--- config.mk ---
export PLATFORM = sky130hd
export DESIGN_NAME = tr_stage_queue
export DESIGN_NICKNAME = d
export VERILOG_FILES = /design/src/rtl/tsq_pkg.sv /design/src/rtl/tsq_prog_slot.sv /design/src/rtl/tsq_src_stage.sv /design/src/rtl/tsq_dst_fifo.sv /design/src/rtl/tsq_wr_tracker.sv /design/src/rtl/tr_stage_queue.sv
export SDC_FILE = /design/constraint.sdc
export NUM_CORES = 1
export LEC_CHECK = 0
export BUFFER_PORTS_ARGS = -buffer_cell sky130_fd_sc_hd__buf_2
export CORE_ASPECT_RATIO = 0.75
export CORE_MARGIN = 5
export CORE_UTILIZATION = 55
export CTS_CLUSTER_SIZE = 24
export DETAILED_ROUTE_END_ITERATION = 7
export PLACE_DENSITY = 0.8
export SYNTH_ARGS = -nofsm -noshare
export SYNTH_HDL_FRONTEND = slang
export SYNTH_SLANG_ARGS = --single-unit
--- constraint.sdc ---
create_clock -name clk_i -period 4 [get_ports clk_i]
set_input_delay 0.2 -clock clk_i [delete_from_list [all_inputs] [get_ports clk_i]]
set_output_delay 0.2 -clock clk_i [all_outputs]
set_load 0.05 [all_outputs]
--- src/rtl/tsq_pkg.sv ---
package tsq_pkg;

    typedef enum logic {
        SLOT_EMPTY = 1'b0,
        SLOT_HELD  = 1'b1
    } slot_state_e;

    typedef enum logic {
        SRC_IDLE = 1'b0,
        SRC_BUSY = 1'b1
    } src_state_e;

    localparam int unsigned STAT_W = 32;

endpackage

--- src/rtl/tsq_prog_slot.sv ---
module tsq_prog_slot
    import tsq_pkg::*;
#(
    parameter int unsigned TR_W = 16
) (
    input  logic            clk_i,
    input  logic            rst_ni,
    input  logic            wr_i,
    input  logic [TR_W-1:0] data_i,
    input  logic            take_i,
    output logic            ready_o,
    output logic            held_o,
    output logic [TR_W-1:0] tr_o
);

    slot_state_e state_q, state_d;
    logic [TR_W-1:0] tr_q;

    // next-state logic: EMPTY --write--> HELD --take--> EMPTY
    always_comb begin
        state_d = state_q;
        unique case (state_q)
            SLOT_EMPTY: if (wr_i)   state_d = SLOT_HELD;
            SLOT_HELD:  if (take_i) state_d = SLOT_EMPTY;
        endcase
    end

    always_ff @(posedge clk_i or negedge rst_ni) begin
        if (!rst_ni) begin
            state_q <= SLOT_EMPTY;
            tr_q    <= '0;
        end else begin
            state_q <= state_d;
            if (state_q == SLOT_EMPTY && wr_i) tr_q <= data_i;
        end
    end

    always_comb begin
        ready_o = (state_q == SLOT_EMPTY);
        held_o  = (state_q == SLOT_HELD);
        tr_o    = tr_q;
    end

endmodule

--- src/rtl/tsq_src_stage.sv ---
module tsq_src_stage
    import tsq_pkg::*;
#(
    parameter int unsigned TR_W = 16
) (
    input  logic            clk_i,
    input  logic            rst_ni,
    input  logic            load_i,
    input  logic [TR_W-1:0] data_i,
    input  logic            done_i,
    output logic            busy_o,
    output logic [TR_W-1:0] tr_o
);

    src_state_e state_q, state_d;
    logic [TR_W-1:0] tr_q;

    // IDLE --load--> BUSY; BUSY --load--> BUSY (reload); BUSY --done--> IDLE
    always_comb begin
        state_d = state_q;
        unique case (state_q)
            SRC_IDLE: if (load_i) state_d = SRC_BUSY;
            SRC_BUSY: begin
                if (load_i)      state_d = SRC_BUSY;
                else if (done_i) state_d = SRC_IDLE;
            end
        endcase
    end

    always_ff @(posedge clk_i or negedge rst_ni) begin
        if (!rst_ni) begin
            state_q <= SRC_IDLE;
            tr_q    <= '0;
        end else begin
            state_q <= state_d;
            if (load_i) tr_q <= data_i;
        end
    end

    always_comb begin
        busy_o = (state_q == SRC_BUSY);
        tr_o   = tr_q;
    end

endmodule

--- src/rtl/tsq_dst_fifo.sv ---
module tsq_dst_fifo #(
    parameter int unsigned TR_W     = 16,
    parameter int unsigned DQ_DEPTH = 4,
    localparam int unsigned PTR_W   = (DQ_DEPTH > 1) ? $clog2(DQ_DEPTH) : 1,
    localparam int unsigned CNT_W   = $clog2(DQ_DEPTH + 1)
) (
    input  logic             clk_i,
    input  logic             rst_ni,
    input  logic             push_i,
    input  logic [TR_W-1:0]  data_i,
    input  logic             pop_i,
    output logic [CNT_W-1:0] count_o,
    output logic [PTR_W-1:0] head_o,
    output logic             empty_o,
    output logic             full_o,
    output logic [TR_W-1:0]  head_tr_o
);

    localparam logic [CNT_W-1:0] CNT_FULL = CNT_W'(DQ_DEPTH);

    logic [CNT_W-1:0] cnt_q;
    logic [PTR_W-1:0] head_q;
    logic [PTR_W-1:0] tail;
    logic             pop_ok;
    logic [TR_W-1:0]  mem_q [DQ_DEPTH];

    assign pop_ok = pop_i && (cnt_q != '0);
    assign tail   = head_q + PTR_W'(cnt_q);

    for (genvar e = 0; e < DQ_DEPTH; e++) begin : g_entry
        always_ff @(posedge clk_i or negedge rst_ni) begin
            if (!rst_ni)                            mem_q[e] <= '0;
            else if (push_i && tail == PTR_W'(e))   mem_q[e] <= data_i;
        end
    end

    always_ff @(posedge clk_i or negedge rst_ni) begin
        if (!rst_ni) begin
            cnt_q  <= '0;
            head_q <= '0;
        end else begin
            unique case ({push_i, pop_ok})
                2'b10:   cnt_q <= cnt_q + 1'b1;
                2'b01:   cnt_q <= cnt_q - 1'b1;
                default: cnt_q <= cnt_q;
            endcase
            if (pop_ok) head_q <= head_q + 1'b1;
        end
    end

    always_comb begin
        count_o   = cnt_q;
        head_o    = head_q;
        empty_o   = (cnt_q == '0);
        full_o    = (cnt_q == CNT_FULL);
        head_tr_o = mem_q[head_q];
    end

endmodule

--- src/rtl/tsq_wr_tracker.sv ---
module tsq_wr_tracker #(
    parameter int unsigned WCNT_W = 4
) (
    input  logic clk_i,
    input  logic rst_ni,
    input  logic issue_i,
    input  logic status_i,
    output logic pending_o
);

    localparam logic [WCNT_W-1:0] CNT_MAX = '1;

    logic [WCNT_W-1:0] cnt_q;

    always_ff @(posedge clk_i or negedge rst_ni) begin
        if (!rst_ni) begin
            cnt_q <= '0;
        end else begin
            unique case ({issue_i, status_i})
                2'b10:   if (cnt_q != CNT_MAX) cnt_q <= cnt_q + 1'b1;
                2'b01:   if (cnt_q != '0)      cnt_q <= cnt_q - 1'b1;
                default: cnt_q <= cnt_q;
            endcase
        end
    end

    assign pending_o = (cnt_q != '0);

endmodule

--- src/rtl/tr_stage_queue.sv ---
module tr_stage_queue
    import tsq_pkg::*;
#(
    parameter int unsigned TR_W     = 16,
    parameter int unsigned DQ_DEPTH = 4,
    parameter int unsigned WCNT_W   = 4
) (
    input  logic            clk_i,
    input  logic            rst_ni,
    input  logic            tr_wr_i,
    input  logic [TR_W-1:0] tr_data_i,
    output logic            prog_ready_o,
    input  logic            src_done_i,
    input  logic            dst_done_i,
    input  logic            wr_issue_i,
    input  logic            wr_status_i,
    output logic [31:0]     status_o,
    output logic            head_valid_o,
    output logic [TR_W-1:0] head_tr_o,
    output logic [TR_W-1:0] src_tr_o
);

    localparam int unsigned PTR_W = (DQ_DEPTH > 1) ? $clog2(DQ_DEPTH) : 1;
    localparam int unsigned CNT_W = $clog2(DQ_DEPTH + 1);

    logic             slot_held;
    logic [TR_W-1:0]  slot_tr;
    logic             admit;
    logic             src_busy;
    logic [CNT_W-1:0] dq_cnt;
    logic [PTR_W-1:0] dq_head;
    logic             dq_empty;
    logic             dq_full;
    logic             wr_pending;

    // admission rule uses the registered fill level and source state
    assign admit = slot_held && (dq_empty || (!dq_full && !src_busy));

    tsq_prog_slot #(.TR_W(TR_W)) u_slot (
        .clk_i   (clk_i),
        .rst_ni  (rst_ni),
        .wr_i    (tr_wr_i),
        .data_i  (tr_data_i),
        .take_i  (admit),
        .ready_o (prog_ready_o),
        .held_o  (slot_held),
        .tr_o    (slot_tr)
    );

    tsq_src_stage #(.TR_W(TR_W)) u_src (
        .clk_i  (clk_i),
        .rst_ni (rst_ni),
        .load_i (admit),
        .data_i (slot_tr),
        .done_i (src_done_i),
        .busy_o (src_busy),
        .tr_o   (src_tr_o)
    );

    tsq_dst_fifo #(.TR_W(TR_W), .DQ_DEPTH(DQ_DEPTH)) u_dq (
        .clk_i     (clk_i),
        .rst_ni    (rst_ni),
        .push_i    (admit),
        .data_i    (slot_tr),
        .pop_i     (dst_done_i),
        .count_o   (dq_cnt),
        .head_o    (dq_head),
        .empty_o   (dq_empty),
        .full_o    (dq_full),
        .head_tr_o (head_tr_o)
    );

    tsq_wr_tracker #(.WCNT_W(WCNT_W)) u_wr (
        .clk_i     (clk_i),
        .rst_ni    (rst_ni),
        .issue_i   (wr_issue_i),
        .status_i  (wr_status_i),
        .pending_o (wr_pending)
    );

    always_comb begin
        status_o        = '0;
        status_o[0]     = slot_held;
        status_o[1]     = src_busy;
        status_o[2]     = wr_pending;
        status_o[6:4]   = 3'(dq_cnt);
        status_o[8]     = 1'b1;
        status_o[13:12] = 2'(dq_head);
        head_valid_o    = !dq_empty;
    end

endmodule

==> summary.txt, run 1 <==
Detailed routing
  – Iter 0 DRT Violations: 162
  – DR vias: 2687
  – Drt first pass iters: 4
  – Vias per cell: 5.374
  – Total Wirelength: 9340 µm
  – Detail Route Antenna Nets: 0
  – WL/cell: 18.68 µm
  – Remaining DRCs: 0

Synthesis
  – Post-synth EDFFs: 0
  – Top cells by area, synth: dfrtp_1 (54%), mux2_2 (17%), mux2_4 (6.0%)
  – Syn Area/Cell: 15.48 µm²
  – Synth cell types: 33
  – Most common flop cell mapped by yosys: dfrtp_1
  – Post-synth ARST share: 1.000
  – Synth top area share: 0.5354
  – Dominant cell type by area after synthesis: dfrtp_1
  – Seq/Total Area, Yosys: 0.5354
  – Synth Cell Area: 5001 µm²
  – Yosys reg bits: 107
  – Cells after Synth: 323
  – YS warnings: 0

Job
  – MaxCap Viol Count: 0

Setup path
  – R2R cell count: 8
  – Crit end category: flip-flop
  – Arrival time worst endpoint: 2.98 ns
  – Data required time of the worst path: 4.27 ns
  – Startpoint types: flip-flop
  – Reg2Reg Setup Slack: 1.29 ns
  – Worst Path Class, Setup: reg2reg
  – CP Max Fanout: 13

STA
  – Hold Worst Slack: -0.009956 ns
  – Post-layout worst setup margin: 1.291 ns
  – FMAX: 369.2 MHz
  – Final Hold Fails: 6
  – Slew headroom: 0.3192
  – Tcrit/Tclk final: 0.6772
  – RSZ-0062 raised after global routing: false
  – Setup TNS: 0 ns
  – Period minus WS final: 2.709 ns
  – Fin. max-slew vios: 0
  – Worst Tran Pin Value: 1.017 ns
  – Final setup violation count: 0
  – Layout Skew: 0.007505 ns

Outcome
  – Failing checks: negative hold slack
  – Outcome: complete, but fails checks

Place
  – # port buffers: 64
  – Final estimated routing congestion in global placement: 0.8343
  – Final HPWL DP: 6191 µm
  – Post-place setup slack: 1.267 ns

GRT
  – Vias in the first global route: 3006
  – Initial antenna violation count: 0
  – Largest net degree at the start of global routing: 76
  – First-pass GRT wire length: 15760 µm
  – Total global-route track usage: 0.1841
  – Grt total ovfl: 0

Clock network
  – Reg clk slew, reported paths: 0.07 ns
  – Root cell of the clock tree: clkbuf_16
  – CTS Buf Count: 9
  – Clock tree from TritonCTS: built
  – Resized Gates After CTS: 0
  – Worst-Skew Late Latency: 0.35 ns
  – Htree depth: 3
  – Clock sinks: 107
  – CTS Hold Bufs: 0
  – Clock Path Buffers: 2
  – Setup Buffers After CTS: 0

Min path
  – Hold Crit Class: in2async

Die
  – Die width: 120.1 µm
  – Boundary pin count: 89
  – Core Box Area: 8971 µm²
  – Die area: 11120 µm²
  – Row count: 30
  – Initial Utilization: 0.5575
  – Die extent in y: 92.58 µm

Finish
  – Layout area overhead: 11.56%
  – N_diodes: 0
  – Nets@finish: 414
  – Filler instances: 668
  – Layout cell share with drive strength beyond 1: 0.5077
[final cells by class]
class,instances,area [µm²],area share
Timing Repair Buffer,68,352.8,0.06324
Clock buffer,9,225.2,0.04037
Inverter,13,48.80,0.008746
Sequential cell,107,2678,0.4799
Clock inverter,7,75.07,0.01346
Tap cell,112,140.1,0.02512
Multi-Input combinational cell,184,2059,0.3691
[registers in the layout, indices dropped and copies added (netlist names)]
name	count
u_dq.count_o	3
u_dq.head_o	2
u_dq.mem_q	64
u_slot.held_o	1
u_slot.tr_o	16
u_src.busy_o	1
u_src.tr_o	16
u_wr.cnt_q	4
[metrics by stage]
| stage | instance area, µm² | std cells | hold WS (ns) | utilization |
|---|---|---|---|---|
| detailed placement | 5279 | 484 | 0.3974 | 0.5884 |
| finish | 5579 | 500 | -0.009956 | 0.6219 |
| floorplan | 5084 | 345 | -0.09559 | - |
| CTS | 5579 | 500 | 0.03171 | 0.6219 |
| global route | 5579 | 500 | 0.04749 | 0.6219 |
| global placement | 5279 | 484 | 0.3916 | 0.5884 |
[placed cells by master (no fill, tap or decap), types with 2 or more instances in the layout]
master	instances
nand3_1	2
fa_1	2
mux4_1	4
ha_1	6
xnor2_1	7
nand2_1	3
xor2_1	3
nor4_1	2
dfrtp_1	107
mux2_2	76
nor3_4	2
a21oi_1	2
inv_6	2
nor2_1	4
mux4_2	12
clkinv_4	2
or3_1	3
mux2i_1	2
inv_1	13
buf_4	5
o21ai_0	2
conb_1	24
clkinv_2	2
mux2_4	20
buf_2	63
clkbuf_16	9
[routing by layer]
| metal | routed length, µm | GRT usage | part of all wire |
|---|---|---|---|
| met3 | 457 | 0.05800 | 0.049 |
| met5 | 0 | 0 | 0 |
| met1 | 4124 | 0.2370 | 0.44 |
| met2 | 4674 | 0.3043 | 0.50 |
| met4 | 83 | 0.04862 | 0.0089 |
[cells in the mapped netlist, drive strengths merged (2+ instances only)]
library cell    n
nand2           3
nor4            2
clkbuf          3
ha              6
fa              2
mux2i           2
dfrtp         107
mux2           96
or3             3
a21oi           2
inv            13
o21ai           3
xor2            3
nor2            4
nand3           2
buf            38
mux4           16
xnor2           8
conb            2
nor3            2
[critical path, cell delays in order (launching register included)]
cell	delay (ns)
dfrtp_1	0.47
o311ai_4	0.79
buf_4	0.34
ha_1	0.21
inv_1	0.06
fa_1	0.37
xor2_1	0.15
nor2_1	0.11
xnor2_1	0.13
[path summary, 6_finish.rpt]
check | startpoint | end
worst max-delay path | u_dq.count_o[0] | u_dq.count_o[2]
worst min-delay path | rst_ni | u_slot.tr_o[4]
worst max register to register | u_dq.count_o[0] | u_dq.count_o[2]
worst min register to register | u_src.tr_o[4] | u_src.tr_o[4]
max in group asynchronous | rst_ni | u_dq.mem_q[37]
min in group clk_i | src_done_i | u_src.busy_o
[kinds of logic after synthesis]
kind of cell / Yosys count / share of synthesized area
buf+inv: 54 / 0.07431
fa+ha+maj: 8 / 0.02302
xor+xnor: 11 / 0.02302
other cells: 2 / 0.001502
simple gates: 19 / 0.02127
mux: 114 / 0.3102
compound gates: 8 / 0.01126
flops: 107 / 0.5354
Power of run 1 is not shown: default switching activity piles up to over one toggle a cycle in this logic, so the estimate is an artifact.
==> inputs of run 2 (changes only) <==
- ABC_AREA: unset -> 1
- PLACE_DENSITY: 0.8 -> 0.79
- clock period: 4 -> 2.6 ns (I/O delays scaled with it)
==> summary.txt, run 2 <==
Outcome
  – Outcome: finished clean

Setup path
  – Data required time of the worst path: 2.47 ns
  – Startpoint types: flip-flop
  – Reg2Reg Setup Slack: 0.57 ns
  – CP Max Fanout: 14
  – Launching point of the worst reg2reg path: u_dq.count_o[1]
  – CP startpoint: u_dq.head_o[0]
  – Reg-to-reg critical path endpoint: u_dq.count_o[2]
  – Crit end category: primary output
  – Arrival time worst endpoint: 2.00 ns
  – R2R cell count: 9
  – Worst Path Class, Setup: reg2out
  – Setup crit end: head_tr_o[10]

Place
  – Final estimated routing congestion in global placement: 0.8572
  – Final HPWL DP: 8068 µm
  – # port buffers: 64
  – Dpl cell area: 5419 µm²

Synthesis
  – Syn Area/Cell: 8.801 µm²
  – Synth Cell Area: 5184 µm²
  – YS warnings: 0
  – Dominant cell type by area after synthesis: dfrtp_1
  – Synth top area share: 0.5165
  – Post-synth ARST share: 1.000
  – Yosys reg bits: 107
  – Seq/Total Area, Yosys: 0.5165
  – Post-synth EDFFs: 0
  – Top cells by area, synth: dfrtp_1 (52%), nand2_1 (14%), nand3_1 (6.6%)
  – Synth cell types: 29
  – Commonest cells in the netlist: nand2_1 (199), dfrtp_1 (107), nand3_1 (68)
  – Cells after Synth: 589
  – Most frequent cell after synthesis: nand2_1
  – Most common flop cell mapped by yosys: dfrtp_1

Finish
  – Max reg flops: 64
  – Most frequent cells in the layout: nand2_1 (199), dfrtp_1 (107), nand3_1 (68), buf_2 (63), nor2_1 (42)
  – Layout area overhead: 11.03%
  – Most common cell after layout, fill and taps aside: nand2_1
  – Layout cell share with drive strength beyond 1: 0.1783
  – Filler instances: 774
  – Largest Register: u_dq.mem_q
  – Design area: 5756 µm²
  – Nets@finish: 671
  – N_diodes: 0

Detailed routing
  – Met3 wire length: 976 µm
  – Iter 0 DRT Violations: 465
  – WL met2: 5807 µm
  – WL/cell: 15.95 µm
  – Remaining DRCs: 0
  – Drt first pass iters: 5
  – Top sig layer: met4
  – Met1 wire length: 5380 µm
  – Total Wirelength: 12330 µm
  – DR vias: 4172
  – Vias per cell: 5.397
  – Detail Route Antenna Nets: 0

Clock network
  – Clock tree from TritonCTS: built
  – Worst-Skew Late Latency: 0.35 ns
  – Root cell of the clock tree: clkbuf_16
  – CTS Buf Count: 9
  – Htree depth: 3
  – Clock Path Buffers: 2
  – Clock sinks: 107
  – Resized Gates After CTS: 0
  – Reg clk slew, reported paths: 0.07 ns
  – Setup Buffers After CTS: 0

GRT
  – Grt total ovfl: 0
  – First-pass GRT wire length: 20240 µm
  – Total global-route track usage: 0.2263
  – Initial antenna violation count: 0
  – Vias in the first global route: 4043
  – Largest net degree at the start of global routing: 57

STA
  – Final Hold Fails: 0
  – Fin. max-slew vios: 0
  – Final setup violation count: 0
  – Layout Skew: 0.006043 ns
  – Worst Tran Pin Value: 0.7281 ns
  – Tcrit/Tclk final: 0.8203
  – FMAX: 468.8 MHz
  – Period minus WS final: 2.133 ns
  – RSZ-0062 raised after global routing: false
  – Hold Worst Slack: 0.009808 ns
  – Slew headroom: 0.5134
  – Setup TNS: 0 ns

Die
  – Die area: 11490 µm²
  – Die extent in y: 94.08 µm
  – Die width: 122.1 µm
  – Boundary pin count: 89
  – Row count: 30
  – Initial Utilization: 0.5683
  – Core Box Area: 9121 µm²

Job
  – MaxCap Viol Count: 0

Min path
  – Hold Crit Class: in2reg
## run 2: kinds of logic (layout without fill, tap and decap cells)
group	count (synthesis)	in the layout	synth area share
other	2	24	0.001449
adders and majority gates	8	8	0.02221
AOI/OAI and AO/OA	55	55	0.05696
xor gates and xnor gates	5	5	0.008450
muxes	16	16	0.03476
buffers and inverters	75	109	0.09244
and+or+nand+nor	321	321	0.2672
DFF	107	107	0.5165
## run 2: worst min path at each step
stage | start | endpoint | slack (ns) | depth (start not counted)
4_1_cts | tr_data_i[1] | u_slot.tr_o[1] | 0.002 | 2
3_3_place_gp | rst_ni | u_dq.count_o[2] | 0.22 | 1
3_5_place_dp | rst_ni | u_dq.count_o[2] | 0.23 | 1
6_report | tr_data_i[11] | u_slot.tr_o[11] | 0.01 | 2
5_1_grt | tr_data_i[1] | u_slot.tr_o[1] | 0.0003 | 2
2_1_floorplan | rst_ni | u_dq.count_o[0] | -0.17 | 0
## run 2: stage by stage
step	worst slack, ns	util	cells
3_3_place_gp	0.6707	0.5941	755
4_1_cts	0.5104	0.6310	773
3_5_place_dp	0.5905	0.5941	755
2_1_floorplan	0.1405	-	611
5_1_grt	0.3906	0.6310	773
6_report	0.4671	0.6310	773
## run 2: area by class of cell
type                            instances  area, µm²  share of cell area
Sequential cell                       107       2678              0.4652
Clock inverter                          6      87.58             0.01522
Timing Repair Buffer                   74      415.4             0.07217
Multi-Input combinational cell        429       2110              0.3665
Tap cell                              128      160.2             0.02783
Inverter                               19      76.32             0.01326
Clock buffer                           10      229.0             0.03978
## run 2: repair_timing
action                                 in CTS  in global routing
endpoints found under the hold margin      56                  0
setup endpoints to repair                   0                  0
hold buffers                                2                  0
## run 2: layer usage
metal | vias to the layer above | global-route usage
li1 | 1954 | -
met1 | 2045 | 0.3100
met2 | 157 | 0.3658
met3 | 16 | 0.04816
met4 | 0 | 0.06524
met5 | - | 0
## run 2: critical path: stages, from the launching register on
cell,delay (ns)
dfrtp_1,0.42
inv_1,0.32
buf_4,0.28
o21ai_0,0.10
o22ai_1,0.21
buf_2,0.32
Power of run 2 is left out for the same reason.
==> inputs of run 3 (changes only) <==
- CORE_UTILIZATION: 55 -> 51
- PLACE_DENSITY: 0.79 -> 0.77
- clock period: 2.6 -> 1.9 ns (I/O delays scaled with it)
==> summary.txt, run 3 (synthesis gave the netlist of run 2 again) <==
STA
  – Period minus WS final: 1.840 ns
  – Final Hold Fails: 0
  – FMAX: 543.4 MHz
  – RSZ-0062 raised after global routing: true
  – Fin. max-slew vios: 0
  – Layout Skew: 0.008714 ns
  – Setup TNS: 0 ns
  – Tcrit/Tclk final: 0.9686
  – Final setup violation count: 0

Outcome
  – Outcome: finished clean

Detailed routing
  – Vias per cell: 5.323
  – Total Wirelength: 12850 µm
  – Iter 0 DRT Violations: 425
  – DR vias: 4285
  – Drt first pass iters: 5
  – Remaining DRCs: 0
  – WL/cell: 15.96 µm
  – Detail Route Antenna Nets: 0

Place
  – Final HPWL DP: 8750 µm
  – # port buffers: 64
  – Final estimated routing congestion in global placement: 0.8395

Clock network
  – Setup Buffers After CTS: 0
  – Root cell of the clock tree: clkbuf_16
  – CTS Buf Count: 9
  – Htree depth: 3
  – Clock Path Buffers: 2
  – Worst-Skew Late Latency: 0.35 ns
  – Clock tree from TritonCTS: built
  – Reg clk slew, reported paths: 0.07 ns
  – Clock sinks: 107

Setup path
  – Launching point of the worst reg2reg path: u_dq.count_o[0]
  – Worst Path Class, Setup: reg2out
  – R2R cell count: 9
  – Reg2Reg Setup Slack: 0.08 ns
  – CP startpoint: u_dq.head_o[0]
  – CP Cell Sequence: buf_6 -> inv_1 -> buf_12 -> nor2_1 -> o22ai_2 -> buf_4
  – Arrival time worst endpoint: 1.75 ns
  – CP Max Fanout: 33
  – Startpoint types: flip-flop
  – Worst path bufs/invs: 4
  – Data required time of the worst path: 1.80 ns
  – Critical path's slowest cell: dfrtp_1
  – CP max stage delay: 0.41 ns
  – CP top delay family: buffers and inverters
  – Crit end category: primary output
  – Reg-to-reg critical path endpoint: u_dq.count_o[2]

Die
  – Die extent in y: 97.31 µm
  – Die area: 12300 µm²
  – Boundary pin count: 89
  – Die width: 126.4 µm
  – Row count: 31
  – Initial Utilization: 0.5303
  – Core Box Area: 9774 µm²

GRT
  – Largest net degree at the start of global routing: 55
  – Vias in the first global route: 4245
  – First-pass GRT wire length: 21590 µm
  – Initial antenna violation count: 0
  – Grt total ovfl: 0
  – Total global-route track usage: 0.2167

Finish
  – Largest Register: u_dq.mem_q
  – Max reg flops: 64
  – Most frequent cells in the layout: nand2_1 (198), dfrtp_1 (104), nand3_1 (68), buf_2 (47), nor2_1 (41)
  – Most common cell after layout, fill and taps aside: nand2_1
  – N_diodes: 0
  – Layout area overhead: 19.00%
  – Layout cell share with drive strength beyond 1: 0.2244
  – Nets@finish: 699

Min path
  – Hold Startpoint: dst_done_i
  – Hold Crit Class: in2reg
  – Hold Path Stages: 4
  – Hold path endpoint: u_dq.head_o[0]

Job
  – MaxCap Viol Count: 0
## run 3: changes by cell type in the layout (fill, tap and decap cells not counted), moves of 8 or more
cell,previous run,this run
o21ai_0,37,29
o22ai_1,16,0
dlygate4sd3_1,2,19
o21ai_1,1,9
buf_4,8,27
buf_2,63,47
o22ai_2,0,16
## run 3: how the worst max path moves through the flow
stage | to | slack [ns] | cells past startpoint
global route | head_tr_o[3] | -0.03 | 6
finish | head_tr_o[6] | 0.06 | 6
global placement | u_dq.count_o[2] | 0.15 | 9
CTS | head_tr_o[2] | 0.002 | 6
floorplan | u_dq.count_o[2] | -0.29 | 11
detailed placement | u_dq.count_o[2] | 0.07 | 9
## run 3: stage by stage
stage               area, µm²  hold slack (ns)  std cells  utilization  worst slack, ns
detailed placement       5643          0.08833        770       0.5773          0.06980
global route             6168           0.1551        805       0.6311         -0.03124
floorplan                5396          -0.2006        611            -          -0.2920
finish                   6168           0.1025        805       0.6311          0.05973
CTS                      6133         0.009463        804       0.6275         0.001863
global placement         5643          0.07947        770       0.5773           0.1499
## run 3: layout make-up
type,instances,area [µm²]
Fill cell,791,3606
Clock inverter,7,57.56
Sequential cell,107,2681
Clock buffer,9,225.2
Multi-Input combinational cell,429,2235
Timing Repair Buffer,102,728.2
Tap cell,132,165.2
Inverter,19,76.32
## run 3: per-layer routing
| layer | part of all wire | vias up | global-route usage |
|---|---|---|---|
| li1 | - | 2014 | - |
| met1 | 0.45 | 2082 | 0.3104 |
| met2 | 0.47 | 175 | 0.3354 |
| met3 | 0.073 | 14 | 0.05110 |
| met4 | 0.012 | 0 | 0.05111 |
| met5 | 0 | - | 0 |
## run 3: what timing repair did
| item | CTS | global route |
|---|---|---|
| setup endpoints to repair | 11 | 17 |
| pin swaps | 0 | 0 |
| hold endpoints to repair | 49 | 1 |
| gates resized for setup | 11 | 15 |
| hold buffers | 18 | 1 |
## run 3: tightest hold or removal path, cell delays in order
cell and delay, ns:
buf_2 0.09, nand2_1 0.07, nor2_1 0.06, nor2_1 0.09
Power of run 3 is left out for the same reason.
